===== config.mk =====
export PLATFORM = sky130hd
export DESIGN_NAME = ud6_counter
export DESIGN_NICKNAME = d
export VERILOG_FILES = /design/src/rtl/ud6_pkg.sv /design/src/rtl/ud6_seg_fsm.sv /design/src/rtl/ud6_out_sel.sv /design/src/rtl/ud6_counter.sv
export SDC_FILE = /design/constraint.sdc
export NUM_CORES = 1
export LEC_CHECK = 0
export CELL_PAD_IN_SITES_DETAIL_PLACEMENT = 0
export CELL_PAD_IN_SITES_GLOBAL_PLACEMENT = 2
export CORE_UTILIZATION = 24
export DETAILED_ROUTE_END_ITERATION = 16
export PLACE_DENSITY_LB_ADDON = 0.1
export SLEW_MARGIN = 20
export SYNTH_ARGS = -nofsm -noshare
export SYNTH_HDL_FRONTEND = slang
export SYNTH_SLANG_ARGS = --single-unit

===== constraint.sdc =====
create_clock -name clk_i -period 4.7 [get_ports clk_i]
set_input_delay 0.94 -clock clk_i [delete_from_list [all_inputs] [get_ports clk_i]]
set_output_delay 0.94 -clock clk_i [all_outputs]
set_load 0.005 [all_outputs]

===== src/rtl/ud6_pkg.sv =====
package ud6_pkg;
  localparam int unsigned SEG_LEN = 3;
  localparam int unsigned POS_W   = 2;
  localparam int unsigned CNT_W   = 3;

  // local position within a segment; PARK = segment owns no count
  typedef enum logic [POS_W-1:0] {
    POS0 = 2'b00,
    POS1 = 2'b01,
    POS2 = 2'b10,
    PARK = 2'b11
  } seg_st_e;
endpackage


===== src/rtl/ud6_seg_fsm.sv =====
module ud6_seg_fsm
  import ud6_pkg::*;
#(
  parameter bit START_LIVE = 1'b0
) (
  input  logic    clk_i,
  input  logic    rst_ni,
  input  logic    up_i,
  input  logic    dn_i,
  input  logic    peer_top_i,
  input  logic    peer_bot_i,
  output seg_st_e st_o,
  output logic    at_top_o,
  output logic    at_bot_o
);
  seg_st_e st_q, st_d;

  always_comb begin
    st_d = st_q;
    unique case (st_q)
      PARK: begin
        if (up_i && peer_top_i)      st_d = POS0;
        else if (dn_i && peer_bot_i) st_d = POS2;
      end
      POS0: begin
        if (up_i)      st_d = POS1;
        else if (dn_i) st_d = PARK;
      end
      POS1: begin
        if (up_i)      st_d = POS2;
        else if (dn_i) st_d = POS0;
      end
      POS2: begin
        if (up_i)      st_d = PARK;
        else if (dn_i) st_d = POS1;
      end
      default: st_d = PARK;
    endcase
  end

  always_ff @(posedge clk_i or negedge rst_ni) begin
    if (!rst_ni) st_q <= START_LIVE ? POS0 : PARK;
    else         st_q <= st_d;
  end

  assign st_o     = st_q;
  assign at_top_o = (st_q == POS2);
  assign at_bot_o = (st_q == POS0);
endmodule


===== src/rtl/ud6_out_sel.sv =====
module ud6_out_sel
  import ud6_pkg::*;
(
  input  seg_st_e          lo_st_i,
  input  seg_st_e          hi_st_i,
  output logic [CNT_W-1:0] count_o
);
  localparam logic [CNT_W-1:0] HI_BASE = CNT_W'(SEG_LEN);

  always_comb begin
    if (lo_st_i != PARK) count_o = {1'b0, lo_st_i};
    else                 count_o = HI_BASE + {1'b0, hi_st_i};
  end
endmodule


===== src/rtl/ud6_counter.sv =====
module ud6_counter
  import ud6_pkg::*;
(
  input  logic             clk_i,
  input  logic             rst_ni,
  input  logic             up_i,
  input  logic             down_i,
  output logic [CNT_W-1:0] count_o
);
  logic    step_up, step_dn;
  seg_st_e lo_st, hi_st;
  logic    lo_top, lo_bot, hi_top, hi_bot;

  // equal requests cancel to a hold
  assign step_up = up_i & ~down_i;
  assign step_dn = down_i & ~up_i;

  ud6_seg_fsm #(.START_LIVE(1'b1)) u_lo (
    .clk_i(clk_i), .rst_ni(rst_ni), .up_i(step_up), .dn_i(step_dn),
    .peer_top_i(hi_top), .peer_bot_i(hi_bot),
    .st_o(lo_st), .at_top_o(lo_top), .at_bot_o(lo_bot)
  );

  ud6_seg_fsm #(.START_LIVE(1'b0)) u_hi (
    .clk_i(clk_i), .rst_ni(rst_ni), .up_i(step_up), .dn_i(step_dn),
    .peer_top_i(lo_top), .peer_bot_i(lo_bot),
    .st_o(hi_st), .at_top_o(hi_top), .at_bot_o(hi_bot)
  );

  ud6_out_sel u_sel (
    .lo_st_i(lo_st), .hi_st_i(hi_st), .count_o(count_o)
  );
endmodule


==> results of run 1 <==
cell type report:
cell class	instances	area (sq um)
multi-input combinational	33	290.3
fill	174	1059
tap	16	20.02
clock buffer	4	26.28
timing repair buffer	6	60.06
inverter	5	18.77
sequential	4	102.6
cells in the mapped netlist (all sizes together):
cell type | instances | share of area, %
ha | 9 | 27
inv | 5 | 4.5
mux2i | 4 | 9.6
nor2 | 3 | 2.7
a21boi | 2 | 3.6
clkbuf | 2 | 1.8
dfrtp | 2 | 12
dfstp | 2 | 13
nor2b | 2 | 3.0
o31ai | 2 | 3.6
a221oi | 1 | 3.6
a22o | 1 | 2.4
a22oi | 1 | 1.8
and2 | 1 | 1.5
nand2 | 1 | 0.89
nand3 | 1 | 1.2
nand4b | 1 | 2.1
nor3 | 1 | 1.2
nor3b | 1 | 1.8
o311ai | 1 | 2.1
or3 | 1 | 1.5
flip-flops by register name, summed over array words and instances, names as in the netlist:
signal,flops
u_hi.st_o,2
u_lo.st_o,2
final timing paths:
path / to
max in group asynchronous: u_hi.st_o[0]
max: count_o[1]
min: u_hi.st_o[0]
min in group asynchronous: u_lo.st_o[1]
max reg2reg: u_hi.st_o[1]
min reg2reg: u_hi.st_o[0]
through the flow:
stage | instance area [sq um] | total power, mW | cells | hold slack (ns) | setup WS [ns]
floorplan | 419.2 | 0.2100 | 44 | 0.5367 | 2.663
global placement | 491.7 | 0.2730 | 64 | 0.5889 | 2.136
detailed placement | 491.7 | 0.2768 | 64 | 0.5967 | 2.115
CTS | 518.0 | 0.3269 | 68 | 0.6030 | 1.854
global route | 518.0 | 0.3573 | 68 | 0.6533 | 1.718
finish | 518.0 | 0.3250 | 68 | 0.6042 | 1.839
cells by family (layout without fill, tap and decap cells):
family,count (synthesis),count (layout)
buffers and inverters,7,15
flip-flops,4,4
AND/OR/NAND/NOR,12,12
multiplexers,4,4
adder cells (fa/ha/maj),9,9
AO/OA/AOI/OAI,8,8
layer usage:
metal  vias up  GRT usage [%]  routed length [um]  share of wire (%)
li1        169              -                   -                  -
met1       155          14.36                 439                 49
met2         9          16.12                 394                 44
met3         2          3.333                  44                5.0
met4         0          8.125                   9                1.0
met5         -              0                   0                  0
power by group through the flow:
stage	Combinational, mW	Sequential, mW	Clock (mW)
after global placement	0.180	0.0931	0
after CTS	0.183	0.0943	0.0496
after floorplan	0.140	0.0701	0
final	0.183	0.0945	0.0474
after global routing	0.207	0.0985	0.0518
after detailed placement	0.183	0.0942	0
critical path: cells and delay by family, from the launching register on:
kind            cells  cell delay, ns
compound gates      1            0.19
flops               1            0.57
fa+ha+maj           1            0.30
buf+inv             2            0.63
==> flow_summary.toml, run 1 <==
[clock_network]
cts.htree.levels = 1
cts_tree = "yes"
clock_latency_ns = 0.24
cts_sinks = 4
ctsHoldBuffers = 0
cts_setup_buffers = 0
numCtsBuffers = 3
cts-root-buf = "clkbuf_4"
clockBufferDepth = 2
cts_resized = 0
clk_pin_slew_worst_paths_ns = 0.04

[logic_synthesis]
ys_ff_latch = 4
synth_cell_types = 21
synth_adder_area_share_pct = 26.87
synth_nets = 57
avgSynthCellArea_sq_um = 9.526
synth-compound-area-share_pct = 17.01
synth_top_family_by_area = "adder cells"
synth-warning-count = 0
synth_xor_area_share_pct = 0
synthMuxAreaShare_pct = 9.552
synth_simple_gate_area_share_pct = 15.82
yosysSeqAreaShare_pct = 24.48
synth_area_sq_um = 419.2
synthCells = 44

[route]
vias_per_cell = 4.926
drt_iter0_markers = 10
drc = 2
num_vias = 335
routed_wl_um = 888
dr.pass1.iters = 10
detail-route-antenna-nets = 0
route.detailed.wl_per_inst_um = 13.06

[setup_path]
startpoint = "u_hi.st_o[0]"
cpPeakStageDelay_ns = 0.57
ff2ff_setup_slack_ns = 2.68
cp-end-kind = "output port"
startpoint_type = "flop"
arrival_ns = 1.92
required_ns = 3.76
r2r-start = "u_hi.st_o[0]"
path_cells = "inv_1 -> ha_1 -> a21boi_0 -> clkdlybuf4s50_1"
slowest_stage = "dfstp_2"
worstPathMaxFanout = 5
rr_worst_depth = 5
worstSetupPathType = "flop to output port"

[finish]
drive_above_1_share_pct = 13.46
syn_to_final_growth_pct = 23.58
antenna_cells = 0
final_common_cell = "ha_1"
final_cell_mix = "ha_1, clkdlybuf4s50_1, inv_1, mux2i_1"
num-nets-final = 66
utilization_pct = 32.86

[pwr]
clkPwrFrac_pct = 14.6
seqPwrFrac_pct = 29.1
p_switching_mw = 0.1316
p_int_mw = 0.1934
power_density_nw_per_um2 = 627.3
leakage_nw = 0.2399
ir_drop_mv = 0.1699
comb_power_share_pct = 56.3
power.share.switching_pct = 40.48

[floorplan]
boundaryPins = 7
start_util_pct = 26.59
rows = 14
die-area_sq_um = 1918
fp.coreArea_sq_um = 1577
die_x_um = 43.79
die_h_um = 43.79

[timing]
worst_pin_slew_ns = 0.3036
slew_violations = 0
hold_viol = 0
setup_tns_ns = 0
clock_skew_ns = 0.003567
fmax_mhz = 349.5
setup_violations = 0
period_minus_slack_ns = 2.861
rsz0062_at_grt = "false"
min_period_over_period_pct = 60.87
slew_headroom_pct = 79.50

[global_routing]
grt_pass1_wl_um = 1559
grt_max_degree = 11
grt_pass1_vias = 338
grt_remaining_overflow = 0
antenna_found_initial = 0
grtUsageTotal_pct = 11.31

[min_path]
hold_start = "u_hi.st_o[0]"
hold-path-cell-count = 2
hp-class = "flop to flop"

[status]
violations = "DRC"
outcome = "complete, but fails checks"

[placement]
hpwl_um = 696.1
gp_congestion = 0.7724
io_buffers = 6

[flow_run]
drv_cap = 0
(Power assumes the default switching activity.)
==> inputs of run 2 (changes only) <==
clock period = 2.96 ns   (was 4.7 ns; I/O delays follow)
==> run 2 against run 1 <==
The run still ends with DRC left. Sequential power is 59% higher. Wire length is 7.5% lower. Global-route usage is 1.1 points lower. Critical path depth stayed put. Total power is 58% higher. Cell count stayed put. Register-to-register slack worse by 1.7 ns. Combinational power is 57% higher. Sequential share of layout area stayed put. Critical endpoint unchanged.
==> flow_summary.toml, run 2 (same netlist as run 1, synthesis figures left out) <==
[floorplan]
die-area_sq_um = 1918
boundaryPins = 7
fp.coreArea_sq_um = 1577
rows = 14
die_h_um = 43.79
start_util_pct = 26.59
die_x_um = 43.79

[timing]
min_period_over_period_pct = 84.12
period_minus_slack_ns = 2.490
rsz0062_at_grt = "false"
holdWs_ns = 0.5544
slew_violations = 0
hold_viol = 0
setup_violations = 0
clock_skew_ns = 0.005587
worst_pin_slew_ns = 0.2903
slew_headroom_pct = 80.40
setup_tns_ns = 0
setup_ws_ns = 0.4700
fmax_mhz = 401.6

[setup_path]
critical-path-top-delay-family = "buffers and inverters"
cpPeakStageDelay_ns = 0.57
path_cells = "inv_1 -> ha_1 -> a21boi_0 -> clkdlybuf4s50_1"
startpoint_type = "flop"
worstPathMaxFanout = 5
slowest_stage = "dfstp_2"
required_ns = 2.37
worstSetupPathType = "flop to output port"
arrival_ns = 1.90
cp-end-kind = "output port"
critPathBufInv = 2

[finish]
fill_cells = 167
final_cell_mix = "ha_1, clkdlybuf4s50_1, inv_1, mux2i_1"
final_common_cell = "ha_1"
drive_above_1_share_pct = 13.46
num-nets-final = 66
syn_to_final_growth_pct = 23.58
utilization_pct = 32.86
antenna_cells = 0

[placement]
io_buffers = 6
hpwl_um = 651.1
place_ws_ns = 0.7183
gp_congestion = 0.7386

[clock_network]
numCtsBuffers = 3
clockBufferDepth = 2
cts_setup_buffers = 0
clock_latency_ns = 0.24
clk_pin_slew_worst_paths_ns = 0.04
cts_sinks = 4
cts_resized = 0
cts_tree = "yes"
cts-root-buf = "clkbuf_4"
ctsHoldBuffers = 0
cts.htree.levels = 1

[route]
route.detailed.wl_per_inst_um = 12.07
routed_wl_um = 821
num_vias = 337
dr.pass1.iters = 9
drt_iter0_markers = 7
detail-route-antenna-nets = 0
drc = 2
vias_per_cell = 4.956

[status]
violations = "DRC"
outcome = "complete, but fails checks"

[global_routing]
grt_remaining_overflow = 0
grt_pass1_wl_um = 1407
grt_pass1_vias = 334
grt_max_degree = 11
grtUsageTotal_pct = 10.17
antenna_found_initial = 0

[pwr]
leakage_nw = 0.2399
ir_drop_mv = 0.2986
power_density_nw_per_um2 = 989.0
power_mw = 0.5123

[min_path]
hp-class = "primary input to asynchronous set/reset pin"

[flow_run]
drv_cap = 0
-- run 2: worst register-to-register path, stage by stage, from the launching register on --
cell,delay [ns]
dfstp_2,0.57
inv_1,0.10
ha_1,0.27
or3_1,0.40
a221oi_2,0.37
mux2i_1,0.24
-- run 2: worst paths after layout --
path / startpoint / end / slack (ns) / depth (start not counted)
worst max-delay path: u_hi.st_o[0] / count_o[1] / 0.47 / 4
worst min-delay path: rst_ni / u_lo.st_o[0] / 0.55 / 1
worst max register to register: u_hi.st_o[0] / u_hi.st_o[0] / 0.94 / 5
worst min register to register: u_hi.st_o[1] / u_hi.st_o[1] / 0.61 / 2
max in group asynchronous: rst_ni / u_hi.st_o[0] / 2.16 / 1
min in group clk_i: u_hi.st_o[1] / u_hi.st_o[1] / 0.61 / 2
-- run 2: routing by layer --
| layer | GRT usage, % | routed length [um] | up-vias |
|---|---|---|---|
| li1 | - | - | 170 |
| met1 | 12.75 | 406 | 160 |
| met2 | 15.52 | 376 | 7 |
| met3 | 1.667 | 37 | 0 |
| met4 | 7.500 | 0 | 0 |
| met5 | 0 | 0 | - |
-- run 2: stage by stage --
stage | instance area (sq um) | cells
6_report | 518.0 | 68
5_1_grt | 518.0 | 68
4_1_cts | 518.0 | 68
3_5_place_dp | 491.7 | 64
3_3_place_gp | 491.7 | 64
2_1_floorplan | 419.2 | 44
-- run 2: power by group --
group	internal, mW	switching, mW
combinational	0.160	0.127
sequential	0.0955	0.0548
clock	0.0507	0.0242
-- run 2: area by class of cell --
class                           instances  area (sq um)  area share [%]
Clock buffer                            4         26.28           5.072
Inverter                                5         18.77           3.623
Multi-Input combinational cell         33         290.3           56.04
Sequential cell                         4         102.6           19.81
Tap cell                               16         20.02           3.865
Timing Repair Buffer                    6         60.06           11.59
==> inputs of run 3 (changes only) <==
clock period = 2.4 ns   (was 2.96 ns; I/O delays follow)
==> run 3 against run 2 <==
Global-route usage unchanged. Sequential share of layout area did not move. The flow still finishes with violations (DRC). Clock-buffer cell count unchanged.
==> flow_summary.toml, run 3 (same netlist as run 1, synthesis figures left out) <==
[floorplan]
die_x_um = 43.79
die_h_um = 43.79
die-area_sq_um = 1918
fp.coreArea_sq_um = 1577
boundaryPins = 7
rows = 14
start_util_pct = 26.59

[finish]
final_common_cell = "ha_1"
multi_input_area_sq_um = 290.3
fill_cells = 167
syn_to_final_growth_pct = 23.58
final_cell_mix = "ha_1, clkdlybuf4s50_1, mux2i_1"
drive_above_1_share_pct = 17.31
antenna_cells = 0
finalInstanceArea_sq_um = 518.0
seq_area_sq_um = 102.6
num-nets-final = 66

[status]
outcome = "complete, but fails checks"
violations = "DRC"

[global_routing]
grt-busiest-layer = "met2"
use_met3_pct = 1.667
grtUsageTotal_pct = 10.17
grt_pass1_vias = 334
grt_util_met1_pct = 12.75
grt_pass1_wl_um = 1407
grt_max_degree = 11
antenna_found_initial = 0
grtUsageMet2_pct = 15.52
grt_remaining_overflow = 0

[clock_network]
clock_latency_ns = 0.24
cts_sinks = 4
cts.htree.levels = 1
clockBufferDepth = 2
cts_tree = "yes"
clk_pin_slew_worst_paths_ns = 0.04
cts_setup_buffers = 0
ctsHoldBuffers = 0
numCtsBuffers = 3
cts-root-buf = "clkbuf_4"

[timing]
hold_viol = 0
rsz0062_at_grt = "false"
setup_tns_ns = 0
fmax_mhz = 432.9
holdWs_ns = 0.4424
setup_violations = 0
period_minus_slack_ns = 2.310
setup_ws_ns = 0.08996
clock_skew_ns = 0.005563
min_period_over_period_pct = 96.25
slew_violations = 0
worst_pin_slew_ns = 0.2911
slew_headroom_pct = 80.35

[placement]
place_ws_ns = 0.2703
gp_congestion = 0.7386
io_buffers = 6
hpwl_um = 651.1
placed_area_sq_um = 491.7

[setup_path]
startpoint_type = "flop"
cpPeakStageDelay_ns = 0.58
worstPathMaxFanout = 5
worstSetupPathType = "flop to output port"
path_cells = "inv_2 -> ha_1 -> a21boi_1 -> clkdlybuf4s50_1"
cp-end-kind = "output port"
slowest_stage = "dfstp_2"
ff2ff_setup_slack_ns = 0.41
critPathBufInv = 2
required_ns = 1.92
critical-path-top-delay-family = "buffers and inverters"
arrival_ns = 1.83

[route]
vias_per_cell = 4.926
route.detailed.wl_per_inst_um = 12.06
num_vias = 335
routed_wl_um = 820
dr.pass1.iters = 10
drc = 2
drt_iter0_markers = 8
detail-route-antenna-nets = 0

[min_path]
hp-class = "primary input to asynchronous set/reset pin"

[pwr]
power_density_nw_per_um2 = 1235
leakage_nw = 0.2386
ir_drop_mv = 0.3721
power_mw = 0.6399

[flow_run]
drv_cap = 0
run 3: cell counts in the layout (fill, tap and decap cells not counted):
Identical to the previous run, type by type.
run 3: power breakdown:
| part | switching (mW) | internal (mW) |
|---|---|---|
| combinational | 0.158 | 0.201 |
| sequential | 0.0700 | 0.118 |
| clock | 0.0299 | 0.0625 |
run 3: path summary, 6_finish.rpt:
check	to	depth (start not counted)	from
worst max-delay path	count_o[1]	4	u_hi.st_o[0]
worst min-delay path	u_lo.st_o[0]	1	rst_ni
worst max register to register	u_hi.st_o[0]	5	u_hi.st_o[0]
worst min register to register	u_hi.st_o[1]	2	u_hi.st_o[1]
max in group asynchronous	u_hi.st_o[0]	1	rst_ni
min in group clk_i	u_hi.st_o[1]	2	u_hi.st_o[1]
run 3: worst reg2reg max path, cell delays in order (launching register included):
cell	delay, ns
dfstp_2	0.58
inv_2	0.07
ha_1	0.25
or3_1	0.40
a221oi_2	0.37
mux2i_1	0.24
run 3: timing repair:
item / 4_1_cts / 5_1_grt
hold endpoints to repair: 0 / 0
resized for setup: 0 / 3
endpoints found under the setup margin: 0 / 1
run 3: per-stage QoR:
stage / cells / util [%]
floorplan: 44 / -
global placement: 64 / 31.19
detailed placement: 64 / 31.19
CTS: 68 / 32.86
global route: 68 / 32.86
finish: 68 / 32.86
run 3: cell type report:
type | instances | area share, %
inverters | 5 | 3.623
clock buffers | 4 | 5.072
well taps | 16 | 3.865
multi-input cells | 33 | 56.04
flip-flops and latches | 4 | 19.81
repair buffers | 6 | 11.59
run 3: routing by layer:
layer,share of wire (%),vias to the layer above
li1,-,172
met1,50,156
met2,45,7
met3,4.5,0
met4,0,0
met5,0,-
